==> src/rtl/tdm_map_pkg.sv <==
package tdm_map_pkg;

  localparam int NUM_ASSIGN = 6;

  typedef enum logic [2:0] {
    SEL_B1_OUT = 3'd0,
    SEL_B2_OUT = 3'd1,
    SEL_D_OUT  = 3'd2,
    SEL_B1_IN  = 3'd3,
    SEL_B2_IN  = 3'd4,
    SEL_D_IN   = 3'd5
  } cfgSel_e;

  typedef struct packed {
    logic frameStart;
    logic framed;
    logic bDrive;
    logic bLoad;
    logic dDrive;
    logic dLoad;
    logic bSlotEnd;
    logic dSubEnd;
  } tdmStrobes_t;

endpackage

==> src/rtl/tdm_slot_ctrl.sv <==
module tdm_slot_ctrl
  import tdm_map_pkg::*;
#(
  parameter int unsigned NUM_LINES   = 4,
  parameter int unsigned FRAME_SLOTS = 64,
  parameter int unsigned SLOT_BITS   = 8
) (
  input  logic clk,
  input  logic rstN,
  input  logic frameSync,
  input  logic cfgWe,
  input  logic [((NUM_LINES > 1) ? $clog2(NUM_LINES) : 1)-1:0] cfgLine,
  input  logic [2:0] cfgSel,
  input  logic cfgEnable,
  input  logic [$clog2(FRAME_SLOTS*SLOT_BITS)-2:0] cfgNum,
  output tdmStrobes_t strobes,
  output logic [2*NUM_LINES-1:0] bOwnSel,
  output logic [NUM_LINES-1:0] dOwnSel,
  output logic [NUM_LINES-1:0] rxB1Hit,
  output logic [NUM_LINES-1:0] rxB2Hit,
  output logic [NUM_LINES-1:0] rxDHit,
  output logic [$clog2(FRAME_SLOTS*SLOT_BITS)-1:0] bitIdx
);

  localparam int unsigned FRAME_BITS = FRAME_SLOTS * SLOT_BITS;
  localparam int unsigned IDX_W      = $clog2(FRAME_BITS);
  localparam int unsigned BIT_W      = $clog2(SLOT_BITS);
  localparam int unsigned SLOT_W     = IDX_W - BIT_W;
  localparam int unsigned SUB_W      = IDX_W - 1;
  localparam logic [IDX_W-1:0] LAST_IDX = IDX_W'(FRAME_BITS - 1);

  logic fsPrev;
  logic framed;
  logic frameStart;
  logic running;
  logic [IDX_W-1:0] nextIdx;
  logic [NUM_ASSIGN-1:0][NUM_LINES-1:0] asgEn;
  logic [NUM_ASSIGN-1:0][NUM_LINES-1:0][SUB_W-1:0] asgNum;
  logic bFound;
  logic dFound;

  assign frameStart = frameSync & ~fsPrev;
  assign running    = frameStart | framed;

  always_comb begin
    if (frameStart)              nextIdx = '0;
    else if (bitIdx == LAST_IDX) nextIdx = '0;
    else                         nextIdx = bitIdx + 1'b1;
  end

  always_ff @(posedge clk or negedge rstN) begin
    if (!rstN) begin
      fsPrev <= 1'b0;
      framed <= 1'b0;
      bitIdx <= '0;
      asgEn  <= '0;
      asgNum <= '0;
    end else begin
      fsPrev <= frameSync;
      if (frameStart) framed <= 1'b1;
      if (running) bitIdx <= nextIdx;
      if (cfgWe && (int'(cfgSel) < NUM_ASSIGN) && (int'(cfgLine) < int'(NUM_LINES))) begin
        asgEn[cfgSel][cfgLine]  <= cfgEnable;
        asgNum[cfgSel][cfgLine] <= cfgNum;
      end
    end
  end

  // Serial-out owners: resolved for the bit period that the coming edge starts
  always_comb begin
    bOwnSel = '0;
    bFound  = 1'b0;
    for (int l = 0; l < int'(NUM_LINES); l++) begin
      for (int c = 0; c < 2; c++) begin
        if (!bFound && asgEn[int'(SEL_B1_OUT)+c][l] &&
            (asgNum[int'(SEL_B1_OUT)+c][l][SLOT_W-1:0] == nextIdx[IDX_W-1:BIT_W])) begin
          bOwnSel[l*2+c] = 1'b1;
          bFound = 1'b1;
        end
      end
    end
  end

  always_comb begin
    dOwnSel = '0;
    dFound  = 1'b0;
    for (int l = 0; l < int'(NUM_LINES); l++) begin
      if (!dFound && asgEn[int'(SEL_D_OUT)][l] &&
          (asgNum[int'(SEL_D_OUT)][l] == nextIdx[IDX_W-1:1])) begin
        dOwnSel[l] = 1'b1;
        dFound = 1'b1;
      end
    end
  end

  // Serial-in hits: evaluated for the bit period that is ending
  generate
    for (genvar l = 0; l < NUM_LINES; l++) begin : g_rxHit
      assign rxB1Hit[l] = framed && asgEn[int'(SEL_B1_IN)][l] &&
                          (asgNum[int'(SEL_B1_IN)][l][SLOT_W-1:0] == bitIdx[IDX_W-1:BIT_W]);
      assign rxB2Hit[l] = framed && asgEn[int'(SEL_B2_IN)][l] &&
                          (asgNum[int'(SEL_B2_IN)][l][SLOT_W-1:0] == bitIdx[IDX_W-1:BIT_W]);
      assign rxDHit[l]  = framed && asgEn[int'(SEL_D_IN)][l] &&
                          (asgNum[int'(SEL_D_IN)][l] == bitIdx[IDX_W-1:1]);
    end
  endgenerate

  always_comb begin
    strobes.frameStart = frameStart;
    strobes.framed     = framed;
    strobes.bDrive     = running & bFound;
    strobes.bLoad      = running & bFound & (nextIdx[BIT_W-1:0] == '0);
    strobes.dDrive     = running & dFound;
    strobes.dLoad      = running & dFound & ~nextIdx[0];
    strobes.bSlotEnd   = &bitIdx[BIT_W-1:0];
    strobes.dSubEnd    = bitIdx[0];
  end

endmodule

==> src/rtl/tdm_slot_dpath.sv <==
module tdm_slot_dpath
  import tdm_map_pkg::*;
#(
  parameter int unsigned NUM_LINES = 4,
  parameter int unsigned SLOT_BITS = 8
) (
  input  logic clk,
  input  logic rstN,
  input  logic sdBIn,
  input  logic sdDIn,
  input  tdmStrobes_t strobes,
  input  logic [2*NUM_LINES-1:0] bOwnSel,
  input  logic [NUM_LINES-1:0] dOwnSel,
  input  logic [NUM_LINES-1:0] rxB1Hit,
  input  logic [NUM_LINES-1:0] rxB2Hit,
  input  logic [NUM_LINES-1:0] rxDHit,
  input  logic [NUM_LINES*SLOT_BITS-1:0] b1ToTdm,
  input  logic [NUM_LINES*SLOT_BITS-1:0] b2ToTdm,
  input  logic [NUM_LINES*2-1:0] dToTdm,
  output logic sdBOut,
  output logic sdBOe,
  output logic sdDOut,
  output logic sdDOe,
  output logic [NUM_LINES*SLOT_BITS-1:0] b1FromTdm,
  output logic [NUM_LINES-1:0] b1FromTdmVld,
  output logic [NUM_LINES*SLOT_BITS-1:0] b2FromTdm,
  output logic [NUM_LINES-1:0] b2FromTdmVld,
  output logic [NUM_LINES*2-1:0] dFromTdm,
  output logic [NUM_LINES-1:0] dFromTdmVld
);

  logic bSample;
  logic dSample;
  logic [SLOT_BITS-1:0] bShift;
  logic [1:0] dShift;
  logic [SLOT_BITS-1:0] bPick;
  logic [1:0] dPick;
  logic bOeQ;
  logic dOeQ;

  always_ff @(negedge clk or negedge rstN) begin
    if (!rstN) begin
      bSample <= 1'b0;
      dSample <= 1'b0;
    end else begin
      bSample <= sdBIn;
      dSample <= sdDIn;
    end
  end

  always_comb begin
    bPick = '0;
    dPick = '0;
    for (int l = 0; l < int'(NUM_LINES); l++) begin
      if (bOwnSel[l*2])   bPick = bPick | b1ToTdm[l*SLOT_BITS +: SLOT_BITS];
      if (bOwnSel[l*2+1]) bPick = bPick | b2ToTdm[l*SLOT_BITS +: SLOT_BITS];
      if (dOwnSel[l])     dPick = dPick | dToTdm[l*2 +: 2];
    end
  end

  always_ff @(posedge clk or negedge rstN) begin
    if (!rstN) begin
      bShift <= '0;
      dShift <= '0;
      bOeQ   <= 1'b0;
      dOeQ   <= 1'b0;
    end else begin
      bOeQ <= strobes.bDrive;
      dOeQ <= strobes.dDrive;
      if (strobes.bLoad) bShift <= bPick;
      else               bShift <= {bShift[SLOT_BITS-2:0], 1'b0};
      if (strobes.dLoad) dShift <= dPick;
      else               dShift <= {dShift[0], 1'b0};
    end
  end

  assign sdBOe  = bOeQ;
  assign sdDOe  = dOeQ;
  assign sdBOut = bOeQ & bShift[SLOT_BITS-1];
  assign sdDOut = dOeQ & dShift[1];

  generate
    for (genvar l = 0; l < NUM_LINES; l++) begin : g_cap
      logic [1:0] bHit;
      logic [1:0][SLOT_BITS-1:0] bCap;
      logic [1:0][SLOT_BITS-1:0] bByteQ;
      logic [1:0] bVldQ;
      logic [1:0] dCap;
      logic [1:0] dByteQ;
      logic dVldQ;

      assign bHit = {rxB2Hit[l], rxB1Hit[l]};

      for (genvar c = 0; c < 2; c++) begin : g_ch
        always_ff @(posedge clk or negedge rstN) begin
          if (!rstN) begin
            bCap[c]   <= '0;
            bByteQ[c] <= '0;
            bVldQ[c]  <= 1'b0;
          end else begin
            bVldQ[c] <= bHit[c] & strobes.bSlotEnd;
            if (bHit[c]) begin
              bCap[c] <= {bCap[c][SLOT_BITS-2:0], bSample};
              if (strobes.bSlotEnd) bByteQ[c] <= {bCap[c][SLOT_BITS-2:0], bSample};
            end
          end
        end
      end

      always_ff @(posedge clk or negedge rstN) begin
        if (!rstN) begin
          dCap   <= '0;
          dByteQ <= '0;
          dVldQ  <= 1'b0;
        end else begin
          dVldQ <= rxDHit[l] & strobes.dSubEnd;
          if (rxDHit[l]) begin
            dCap <= {dCap[0], dSample};
            if (strobes.dSubEnd) dByteQ <= {dCap[0], dSample};
          end
        end
      end

      assign b1FromTdm[l*SLOT_BITS +: SLOT_BITS] = bByteQ[0];
      assign b2FromTdm[l*SLOT_BITS +: SLOT_BITS] = bByteQ[1];
      assign b1FromTdmVld[l] = bVldQ[0];
      assign b2FromTdmVld[l] = bVldQ[1];
      assign dFromTdm[l*2 +: 2] = dByteQ;
      assign dFromTdmVld[l] = dVldQ;
    end
  endgenerate

endmodule

==> src/rtl/tdm_slot_mapper.sv <==
module tdm_slot_mapper
  import tdm_map_pkg::*;
#(
  parameter int unsigned NUM_LINES   = 4,
  parameter int unsigned FRAME_SLOTS = 64,
  parameter int unsigned SLOT_BITS   = 8
) (
  input  logic clk,
  input  logic rstN,
  input  logic frameSync,
  input  logic cfgWe,
  input  logic [((NUM_LINES > 1) ? $clog2(NUM_LINES) : 1)-1:0] cfgLine,
  input  logic [2:0] cfgSel,
  input  logic cfgEnable,
  input  logic [$clog2(FRAME_SLOTS*SLOT_BITS)-2:0] cfgNum,
  input  logic sdBIn,
  output logic sdBOut,
  output logic sdBOe,
  input  logic sdDIn,
  output logic sdDOut,
  output logic sdDOe,
  input  logic [NUM_LINES*SLOT_BITS-1:0] b1ToTdm,
  input  logic [NUM_LINES*SLOT_BITS-1:0] b2ToTdm,
  input  logic [NUM_LINES*2-1:0] dToTdm,
  output logic [NUM_LINES*SLOT_BITS-1:0] b1FromTdm,
  output logic [NUM_LINES-1:0] b1FromTdmVld,
  output logic [NUM_LINES*SLOT_BITS-1:0] b2FromTdm,
  output logic [NUM_LINES-1:0] b2FromTdmVld,
  output logic [NUM_LINES*2-1:0] dFromTdm,
  output logic [NUM_LINES-1:0] dFromTdmVld
);

  localparam int unsigned IDX_W = $clog2(FRAME_SLOTS*SLOT_BITS);

  tdmStrobes_t ctlStrobes;
  logic [2*NUM_LINES-1:0] bOwnSel;
  logic [NUM_LINES-1:0] dOwnSel;
  logic [NUM_LINES-1:0] rxB1Hit;
  logic [NUM_LINES-1:0] rxB2Hit;
  logic [NUM_LINES-1:0] rxDHit;
  logic [IDX_W-1:0] bitIdx;

  tdm_slot_ctrl #(
    .NUM_LINES(NUM_LINES), .FRAME_SLOTS(FRAME_SLOTS), .SLOT_BITS(SLOT_BITS)
  ) u_ctrl (
    .clk(clk), .rstN(rstN), .frameSync(frameSync),
    .cfgWe(cfgWe), .cfgLine(cfgLine), .cfgSel(cfgSel),
    .cfgEnable(cfgEnable), .cfgNum(cfgNum),
    .strobes(ctlStrobes), .bOwnSel(bOwnSel), .dOwnSel(dOwnSel),
    .rxB1Hit(rxB1Hit), .rxB2Hit(rxB2Hit), .rxDHit(rxDHit), .bitIdx(bitIdx)
  );

  tdm_slot_dpath #(
    .NUM_LINES(NUM_LINES), .SLOT_BITS(SLOT_BITS)
  ) u_dpath (
    .clk(clk), .rstN(rstN), .sdBIn(sdBIn), .sdDIn(sdDIn),
    .strobes(ctlStrobes), .bOwnSel(bOwnSel), .dOwnSel(dOwnSel),
    .rxB1Hit(rxB1Hit), .rxB2Hit(rxB2Hit), .rxDHit(rxDHit),
    .b1ToTdm(b1ToTdm), .b2ToTdm(b2ToTdm), .dToTdm(dToTdm),
    .sdBOut(sdBOut), .sdBOe(sdBOe), .sdDOut(sdDOut), .sdDOe(sdDOe),
    .b1FromTdm(b1FromTdm), .b1FromTdmVld(b1FromTdmVld),
    .b2FromTdm(b2FromTdm), .b2FromTdmVld(b2FromTdmVld),
    .dFromTdm(dFromTdm), .dFromTdmVld(dFromTdmVld)
  );

endmodule

==> config.mk <==
export PLATFORM = sky130hd
export DESIGN_NAME = tdm_slot_mapper
export DESIGN_NICKNAME = d
export VERILOG_FILES = /design/src/rtl/tdm_map_pkg.sv /design/src/rtl/tdm_slot_ctrl.sv /design/src/rtl/tdm_slot_dpath.sv /design/src/rtl/tdm_slot_mapper.sv
export SDC_FILE = /design/constraint.sdc
export NUM_CORES = 1
export LEC_CHECK = 0
export BUFFER_PORTS_ARGS = -buffer_cell sky130_fd_sc_hd__buf_2
export CORE_UTILIZATION = 40
export CTS_CLUSTER_SIZE = 8
export DETAILED_ROUTE_END_ITERATION = 10
export PLACE_DENSITY_LB_ADDON = 0.1
export SKIP_CTS_REPAIR_TIMING = 1
export SYNTH_ARGS = -nofsm -noshare
export SYNTH_HDL_FRONTEND = slang
export SYNTH_SLANG_ARGS = --single-unit
export TNS_END_PERCENT = 100
==> constraint.sdc <==
create_clock -name clk -period 5.6 [get_ports clk]
set_clock_uncertainty 0.05 [all_clocks]
set_input_delay 0.84 -clock clk [delete_from_list [all_inputs] [get_ports clk]]
set_output_delay 0.84 -clock clk [all_outputs]
set_load 0.03 [all_outputs]
==> results of run 1 <==
power by group through the flow:
stage,registers (mW),logic (mW),clock network (mW)
floorplan,3.43,1.21,0
global placement,3.42,1.73,0
detailed placement,3.43,1.75,0
CTS,3.39,1.76,2.82
global route,3.46,1.91,2.92
finish,3.39,1.74,2.73
worst max-delay path: stages (launching register included):
cell,delay [ns]
dfrtp_1,0.67
ha_1,0.51
and4_1,0.46
a21boi_1,0.20
o41ai_4,0.54
a221o_1,0.25
nor4bb_2,0.96
nor3_1,0.25
a41oi_2,0.51
and2_1,0.35
o32a_1,0.21
per-layer routing:
layer | vias to the layer above | share of wire [%] | GRT usage, %
met5 | - | 0 | 0
met4 | 0 | 2.6 | 7.48
met3 | 76 | 4.0 | 2.68
met2 | 268 | 48 | 34.1
met1 | 5887 | 46 | 28.1
li1 | 5336 | - | -
flip-flops by register name (all words and copies together), names as in the netlist, 2 cells and up:
register / flops
u_dpath.g_cap.dVldQ: 4
u_ctrl.asgNum: 160
u_dpath.b1FromTdm: 32
u_dpath.b1FromTdmVld: 4
u_dpath.b2FromTdmVld: 4
u_dpath.g_cap.dCap: 4
u_ctrl.bitIdx: 9
u_dpath.b2FromTdm: 32
u_dpath.dShift: 2
u_dpath.bShift: 8
u_ctrl.asgEn: 24
u_dpath.g_cap.dByteQ: 8
u_dpath.g_cap.bCap: 56
cell families after synthesis:
logic type | count (synthesis) | share of synthesized area [%]
flops | 353 | 51.6
simple gates | 320 | 10.7
mux | 319 | 20.9
compound gates | 152 | 7.17
xor+xnor | 129 | 7.16
buf+inv | 92 | 2.30
fa+ha+maj | 3 | 0.219
synth_stat cells, drive strengths merged (11+ instances only):
master	number	area [sq um]
a211oi	17	145
nand4	15	109
o21ai	23	115
nor4	17	125
a31oi	13	87.6
xnor2	75	672
nor3	28	145
and3	11	68.8
nand2	76	288
dfrtp	351	8780
nand3	32	173
a21oi	13	65.1
nor3b	14	105
xor2	48	420
buf	26	146
clkbuf	50	188
inv	16	60.1
or4	16	120
nor2	35	131
nand2b	13	81.3
mux2	316	3560
nor2b	15	93.8
final cells by class:
class                   count  share of cell area (%)
well taps                 539                    3.38
multi-input cells         923                    39.7
diodes                      1                  0.0125
clock buffers              74                    6.71
inverters                  16                   0.301
flip-flops and latches    353                    44.2
clock inverters             3                   0.238
repair buffers            203                    5.44
how the worst max path moves through the flow:
stage                           from           endpoint  slack, ns  cells after the start
detailed placement  u_ctrl.bitIdx[1]  u_dpath.bShift[2]       0.65                     10
global route        u_ctrl.bitIdx[1]  u_dpath.bShift[2]       0.19                     10
finish              u_ctrl.bitIdx[1]  u_dpath.bShift[3]       0.56                     10
CTS                 u_ctrl.bitIdx[1]  u_dpath.bShift[2]       0.61                     12
global placement    u_ctrl.bitIdx[1]  u_dpath.bShift[7]       0.82                     12
floorplan           u_ctrl.bitIdx[7]  u_dpath.dShift[1]       1.53                     15
==> run metrics, run 1 <==
CP endpoint kind=flip-flop; Slew headroom=24.5%; die area=approximately 44000 sq um; Clock Tree Buf Depth=3; Multi-input gate area=just under 8000 sq um; input/output buffers=roughly 180; cts bufs inserted=50; Distinct cells, synth=84; Internal Dissipation=5.49 mW; drt total wl=44400 microns; Clk pwr share=34.7%; post-synthesis sequential area ratio=approximately 52%; Die Y=209 microns; Net Sw Power=2.37 mW; commonest cells after routing, fill and taps aside=dfrtp_1 (351), mux2_2 (315), buf_2 (178), nand2_1 (75), xnor2_1 (73); sw frac=30.1%; clock sinks=353; #FFs+latches synth=353; Ports=180; Seq pwr share=43.2%; pwr dens=394 nW/um^2; final net count=1642; Req. time, crit path=6.06 ns; Final setup viols=0; Place WS=0.654 ns; status=finished, final reports clean; CP arrival=5.50 ns; R2R depth=10; CTS tree=done; Setup TNS Final=0 ns; Slew Limit Fails=0; yosys warns=0; Max Freq=199 MHz; layout cells sized above 1=38.2%; unrepaired setup endpoints after global routing=false; Synth Flop Type=dfrtp_1; Static Leak=9.36 nW; fin worst setup slack=0.565 ns; drt via density=5.48; Fill cells=between 3000 and 4000; Netlist Area Pre-Place=17100 sq um; Peak VDD IR=slightly above 0.2 mV; commonest non-fill, non-tap cell in the layout=dfrtp_1; period utilisation layout=between 80 and 90%; Starting Density=40.7%; worst r2r src=u_ctrl.bitIdx[1]; Power Total=7.86 mW; CTS clk-pin slew, worst paths=0.05 ns; GR Overflow Total=0; H-tree Lvls=2; Post-Layout Inst Area=20000 sq um; DP Cell Count=2034; Hold Path Class=primary input to async pin; DR iter-0 viols=around 740; number of flops mapped to enable cells by yosys=0; HPWL after DPL=~30000 microns; Mapped Cells=roughly 1400; R2R Setup Slk=0.56 ns; WHS=0.149 ns; Placed Area=~19000 sq um; largest net degree at the start of global routing=67; utilization after layout=47.4%; MaxCap Viol Count=0; R2R Path End=u_dpath.bShift[3]; CTS Root Cell=clkbuf_16; minimum clock period=between 5 and 6 ns; syn_area_per_cell=12.5 sq um; final number of hold-violating endpoints=0; gpl congestion=approximately 0.9; first drt pass iteration count=5; core area=~42000 sq um; Avg WL per Cell=21.0 microns; nature of the critical path startpoint=flip-flop; All-Layer GR Usage=just over 20%; critical path class=flip-flop to flip-flop; combinational share of power=22.1%; Clk Latency, worst-skew pair=approximately 0.6 ns; syn nets=1463; worst slew pin tran=~1.1 ns; drt drc=0; Die W=between 200 and 250 microns; vias=11600; crit path max fanout=13; vias in the first global route=11900; async set-reset flop share out of synthesis=100%; register area=8830 sq um; Synth-to-Final Area Change=16.6%; first-pass GRT wire length=about 70000 microns; Post-DRT Antenna Nets=0; num rows=75; Post-Layout Cell Count=2112; initial antenna violation count=2
No activity file was read; power rests on OpenSTA's default activity.
==> inputs of run 2 (changes only) <==
- CORE_UTILIZATION: 40 -> 59
- PLACE_DENSITY_LB_ADDON: 0.1 -> 0.15
==> run metrics, run 2 (synthesized netlist as in run 1, its figures left out) <==
Avg WL per Cell=20.5 microns (-2.5%); Worst path most repeated cell=ha_1; Slew headroom=33.0% (+8.5 points); CTS tree=done; final net count=1635 (-0.43%); DP Cell Count=1872 (-8.0%); Crit path largest cell delay=0.72 ns (-0.24 ns); drt via density=6.03 (+10%); layout cells sized above 1=38.0% (-0.25 points); status=finished, final reports clean; drt total wl=40000 microns (-9.9%); fin worst setup slack=0.627 ns (+0.0629 ns); Die W=172 microns (-17%); num rows=62 (-17%); CTS clk-pin slew, worst paths=0.05 ns (about the same); clock sinks=353 (unchanged); vias in the first global route=11700 (-1.5%); initial antenna violation count=0 (-2); Die Y=172 microns (-17%); H-tree Lvls=2 (unchanged); minimum clock period=4.97 ns (-0.0629 ns); crit path max fanout=21 (+8); Ports=180 (unchanged); Peak VDD IR=0.236 mV (+15%); Max Freq=201 MHz (+1.3%); Synth-to-Final Area Change=15.4%; Post-Layout Inst Area=19800 sq um (-1.0%); vias=11800 (+1.8%); Clk Latency, worst-skew pair=0.56 ns (-0.03 ns); final number of hold-violating endpoints=0 (unchanged); cts bufs inserted=50 (unchanged); Top Registers=u_ctrl.asgNum (160), u_dpath.g_cap.bCap (56); die area=29700 sq um (-32%); Post-DRT Antenna Nets=0 (unchanged); Placed Area=18400 sq um (-1.3%); Worst path depth=14 (+4); delay-heaviest family, CP=simple AND/OR/NAND/NOR gates; Place WS=0.810 ns (+0.156 ns); critical path class=flip-flop to flip-flop; # diodes=0 (-1); Starting Density=59.9% (+19 points); Crit-path slowest cell=nand2_1; Largest register FFs=160 (unchanged); commonest non-fill, non-tap cell in the layout=dfrtp_1; Clock Tree Buf Depth=3 (unchanged); MaxCap Viol Count=0 (unchanged); nature of the critical path startpoint=flip-flop; first-pass GRT wire length=63000 microns (-9.8%); worst slew pin tran=0.997 ns (-0.120 ns); period utilisation layout=88.8% (-1.1 points); core area=28600 sq um (-32%); All-Layer GR Usage=27.6% (+6.8 points); Buf/Inv on CP=2 (+2); input/output buffers=179 (unchanged); Static Leak=9.35 nW (-0.12%); HPWL after DPL=25900 microns (-14%); first drt pass iteration count=7 (+2); R2R depth=14 (+4); Req. time, crit path=5.99 ns (-0.07 ns); CP endpoint kind=flip-flop; Setup TNS Final=0 ns (unchanged); pwr dens=398 nW/um^2 (+1.0%); CP arrival=5.36 ns (-0.14 ns); Final setup viols=0 (unchanged); DR iter-0 viols=896 (+20%); gpl congestion=0.844 (-7.0%); Biggest register=u_ctrl.asgNum; Slew Limit Fails=0 (unchanged); commonest cells after routing, fill and taps aside=dfrtp_1 (351), mux2_2 (315), buf_2 (178), nand2_1 (75), xnor2_1 (73); unrepaired setup endpoints after global routing=false; Power Total=7.86 mW (about the same); Hold Path Class=primary input to async pin; Post-Layout Cell Count=1953 (-7.5%); drt drc=0 (unchanged); largest net degree at the start of global routing=181 (+170%); worst path cell trace=ha_1 -> nand3_1 -> nor2_1 -> ha_1 -> inv_1 -> nand2_1 -> nor3b_1 -> a221o_1 -> nor4bb_2 -> buf_4 -> nor3_1 -> a41oi_2 -> and2_1 -> o32a_1; GR Overflow Total=0 (unchanged); CTS Root Cell=clkbuf_16
==> run 2: area by class of cell <==
cell class                 instances  area, sq um
clock buffer                      77         1360
clock inverter                     4         63.8
timing repair buffer             196         1050
fill                            2099         8850
tap                              384          480
sequential                       353         8830
multi-input combinational        923         7930
inverter                          16         60.1
==> run 2: worst register-to-register path, stage by stage (launching register included) <==
cell and delay [ns]:
dfrtp_1 0.68, ha_1 0.54, nand3_1 0.15, nor2_1 0.14, ha_1 0.27, inv_1 0.18, nand2_1 0.72, nor3b_1 0.12
a221o_1 0.41, nor4bb_2 0.18, buf_4 0.17, nor3_1 0.37, a41oi_2 0.35, and2_1 0.34, o32a_1 0.20
==> run 2: final timing paths <==
check / slack [ns] / from / to
worst max-delay path: 0.63 / u_ctrl.bitIdx[1] / u_dpath.bShift[3]
worst min-delay path: 0.15 / rstN / u_dpath.b1FromTdm[8]
worst max register to register: 0.63 / u_ctrl.bitIdx[1] / u_dpath.bShift[3]
worst min register to register: 0.44 / u_dpath.dShift[0] / u_dpath.dShift[1]
max in group asynchronous: 2.24 / rstN / u_dpath.dSample
min in group clk: 0.40 / frameSync / u_ctrl.fsPrev
==> run 2: power breakdown <==
group | switching [mW] | total, mW | leakage (nW) | internal, mW
Sequential | 0.378 | 3.42 | 4.68 | 3.04
Clock | 1.08 | 2.74 | 0.684 | 1.66
Combinational | 0.893 | 1.71 | 3.99 | 0.818
==> run 2: stage by stage <==
step | util, % | hold WS [ns]
floorplan | - | 0.389
global placement | 64.1 | 0.402
detailed placement | 64.1 | 0.407
CTS | 69.1 | 0.150
global route | 69.1 | 0.171
finish | 69.1 | 0.147
==> run 2: routing by layer <==
layer  wire length, microns  up-vias  global-route usage, %
met2                  19600      348                   45.5
met4                    987        0                   9.39
met1                  17200     6022                   36.8
met3                   2180       74                   4.72
met5                      0        -                      0
li1                       -     5333                      -
==> inputs of run 3 (changes only) <==
- ABC_AREA: default -> 1
- CAP_MARGIN: default -> 10
==> run metrics, run 3 <==
H-tree Lvls=2 (unchanged); number of flops mapped to enable cells by yosys=0 (unchanged); commonest non-fill, non-tap cell in the layout=nand2_1; syn_area_per_cell=8.50 sq um (-32%); first drt pass iteration count=9 (+2); CP arrival=4.83 ns (-0.53 ns); Peak VDD IR=0.325 mV (+38%); Setup TNS Final=0 ns (unchanged); syn nets=2057 (+41%); drt total wl=41600 microns (+4.0%); Post-DRT Antenna Nets=0 (unchanged); Clock Tree Buf Depth=3 (unchanged); Final setup viols=0 (unchanged); MaxCap Viol Count=0 (unchanged); worst slew pin tran=1.16 ns (+0.163 ns); vias=14000 (+19%); async set-reset flop share out of synthesis=100% (unchanged); Max Freq=225 MHz (+12%); status=complete, but fails checks; #FFs+latches synth=353 (unchanged); Synth-to-Final Area Change=14.3%; Slew Limit Fails=0 (unchanged); Post-Layout Inst Area=19100 sq um (-3.6%); DR iter-0 viols=1372 (+53%); Yosys top cell area share=52.7% (+1.4 points); crit path max fanout=22 (+4.8%); drt via density=5.56 (-7.8%); Die Y=170 microns (-1.3%); Static Leak=9.55 nW (+2.2%); clock sinks=353 (unchanged); CTS clk-pin slew, worst paths=0.05 ns (about the same); vias in the first global route=12900 (+10%); Top Registers=u_ctrl.asgNum (160), u_dpath.g_cap.bCap (56); count leader, synth=nand2_1; final net count=2208 (+35%); Clk Latency, worst-skew pair=0.55 ns (about the same); commonest cells after routing, fill and taps aside=nand2_1 (507), dfrtp_1 (351), o21ai_0 (319), buf_2 (178), inv_1 (169); failing checks=design-rule violations; num rows=61 (-1.6%); Starting Density=60.0% (+0.18 points); CTS Root Cell=clkbuf_16; Ports=180 (unchanged); Netlist Area Pre-Place=16700 sq um (-2.7%); # diodes=0 (unchanged); largest net degree at the start of global routing=75 (-59%); Largest register FFs=160 (unchanged); Fill cells=2309 (+10%); minimum clock period=4.44 ns (-0.532 ns); nature of the critical path startpoint=flip-flop; cts bufs inserted=50 (unchanged); gpl congestion=0.881 (+4.4%); Hold Path Class=primary input to async pin; fin worst setup slack=1.16 ns (+0.532 ns); input/output buffers=179 (unchanged); final number of hold-violating endpoints=0 (unchanged); layout cells sized above 1=15.4% (-23 points); Distinct cells, synth=50 (-40%); unrepaired setup endpoints after global routing=false; Avg WL per Cell=16.5 microns (-19%); Biggest register=u_ctrl.asgNum; initial antenna violation count=0 (unchanged); core area=27800 sq um (-2.9%); Mapped Cells=1962 (+43%); HPWL after DPL=26800 microns (+3.7%); GR Overflow Total=0 (unchanged); first-pass GRT wire length=66400 microns (+5.4%); Synth top cells by count=nand2_1 (507), dfrtp_1 (351), o21ai_0 (319), inv_1 (169), nor2_1 (139); drt drc=2 (+2); All-Layer GR Usage=29.2% (+1.6 points); Slew headroom=22.1% (-11 points); critical path class=flip-flop to flip-flop; Synth Flop Type=dfrtp_1; yosys warns=0 (unchanged); utilization after layout=68.6% (-0.45 points); post-synthesis sequential area ratio=53.0% (+1.4 points); period utilisation layout=79.3% (-9.5 points); Req. time, crit path=5.99 ns (about the same); CTS tree=done; Placed Area=17700 sq um (-3.7%); CP endpoint kind=flip-flop; Die W=170 microns (-1.3%); die area=28900 sq um (-2.6%); Place WS=1.24 ns (+0.431 ns); post-synth top area cell=dfrtp_1; pwr dens=408 nW/um^2 (+2.5%); most area-consuming cells after synthesis=dfrtp_1 (53%), nand2_1 (11%), o21ai_0 (9.6%)
==> run 3: cell types whose count changed after synthesis, sizes merged, moves of 20 or more <==
cell   before  now
nand4      15   41
inv        16  178
xnor2      75   24
xor2       48   28
o21ai      23  325
nand2      76  519
nor2       35  153
mux2      316   15
nand3      32   95
==> run 3: area by class of cell <==
class                           count  area, sq um  area share, %
Multi-Input combinational cell   1342         6740           35.3
Clock inverter                      3         37.5          0.197
Clock buffer                       72         1360           7.10
Tap cell                          378          473           2.48
Sequential cell                   353         8830           46.3
Inverter                          180          678           3.56
Timing Repair Buffer              186          958           5.03
==> run 3: worst max-delay path: stages (launching register included) <==
cell and delay [ns]:
dfrtp_1 0.60, inv_1 0.52, nor2_2 0.13, nand3_4 0.12
nor2_1 0.07, ha_1 0.25, nor2_4 0.42, nand3_2 0.52
nor2_1 0.22, nor2_1 0.06, nand2_1 0.07, nor2_1 0.05
nand3_1 0.38, nand4_4 0.19, nor2_8 0.24, nand3b_4 0.12
nand2_4 0.13, inv_4 0.06, nand2_1 0.07, nand2_1 0.05
==> run 3: report_power, final <==
part / internal [mW] / switching [mW]
logic: 0.611 / 1.11
registers: 3.02 / 0.314
clock network: 1.65 / 1.06
==> run 3: path summary, 6_finish.rpt <==
check                                             to  cells past startpoint              start  slack [ns]
worst max-delay path               u_dpath.bShift[6]                     19   u_ctrl.bitIdx[5]        1.16
worst min-delay path            u_dpath.b1FromTdm[6]                      1               rstN        0.17
worst max register to register     u_dpath.bShift[6]                     19   u_ctrl.bitIdx[5]        1.16
worst min register to register     u_dpath.bShift[1]                      2  u_dpath.bShift[0]        0.39
max in group asynchronous            u_dpath.bSample                      1               rstN        2.28
min in group clk                   u_dpath.bShift[1]                      2  u_dpath.bShift[0]        0.39
==> run 3: metrics by stage <==
step | power (mW) | hold slack (ns) | std cells
after detailed placement | 5.06 | 0.388 | 2439
after global routing | 8.18 | 0.213 | 2514
after global placement | 4.99 | 0.381 | 2439
after CTS | 7.79 | 0.191 | 2514
final | 7.78 | 0.169 | 2514
after floorplan | 4.58 | 0.375 | 1962
==> run 3: logic make-up (layout without fill, tap and decap cells) <==
logic type               after synthesis  in the layout  synth area share [%]
AO/OA/AOI/OAI                        384            384                  12.2
multiplexers                          15             15                  1.01
AND/OR/NAND/NOR                      888            888                  24.3
buffers and inverters                267            441                  6.65
flip-flops                           353            353                  53.0
adder cells (fa/ha/maj)                3              3                 0.225
XOR/XNOR                              52             52                  2.73
==> run 3: metal layers <==
metal | share of wire [%] | vias up | track usage (%) | wire [microns]
li1 | - | 6700 | - | -
met1 | 45 | 6645 | 42.5 | 18800
met4 | 2.2 | 0 | 8.62 | 933
met3 | 7.9 | 82 | 4.23 | 3270
met5 | 0 | - | 0 | 0
met2 | 45 | 546 | 45.4 | 18600
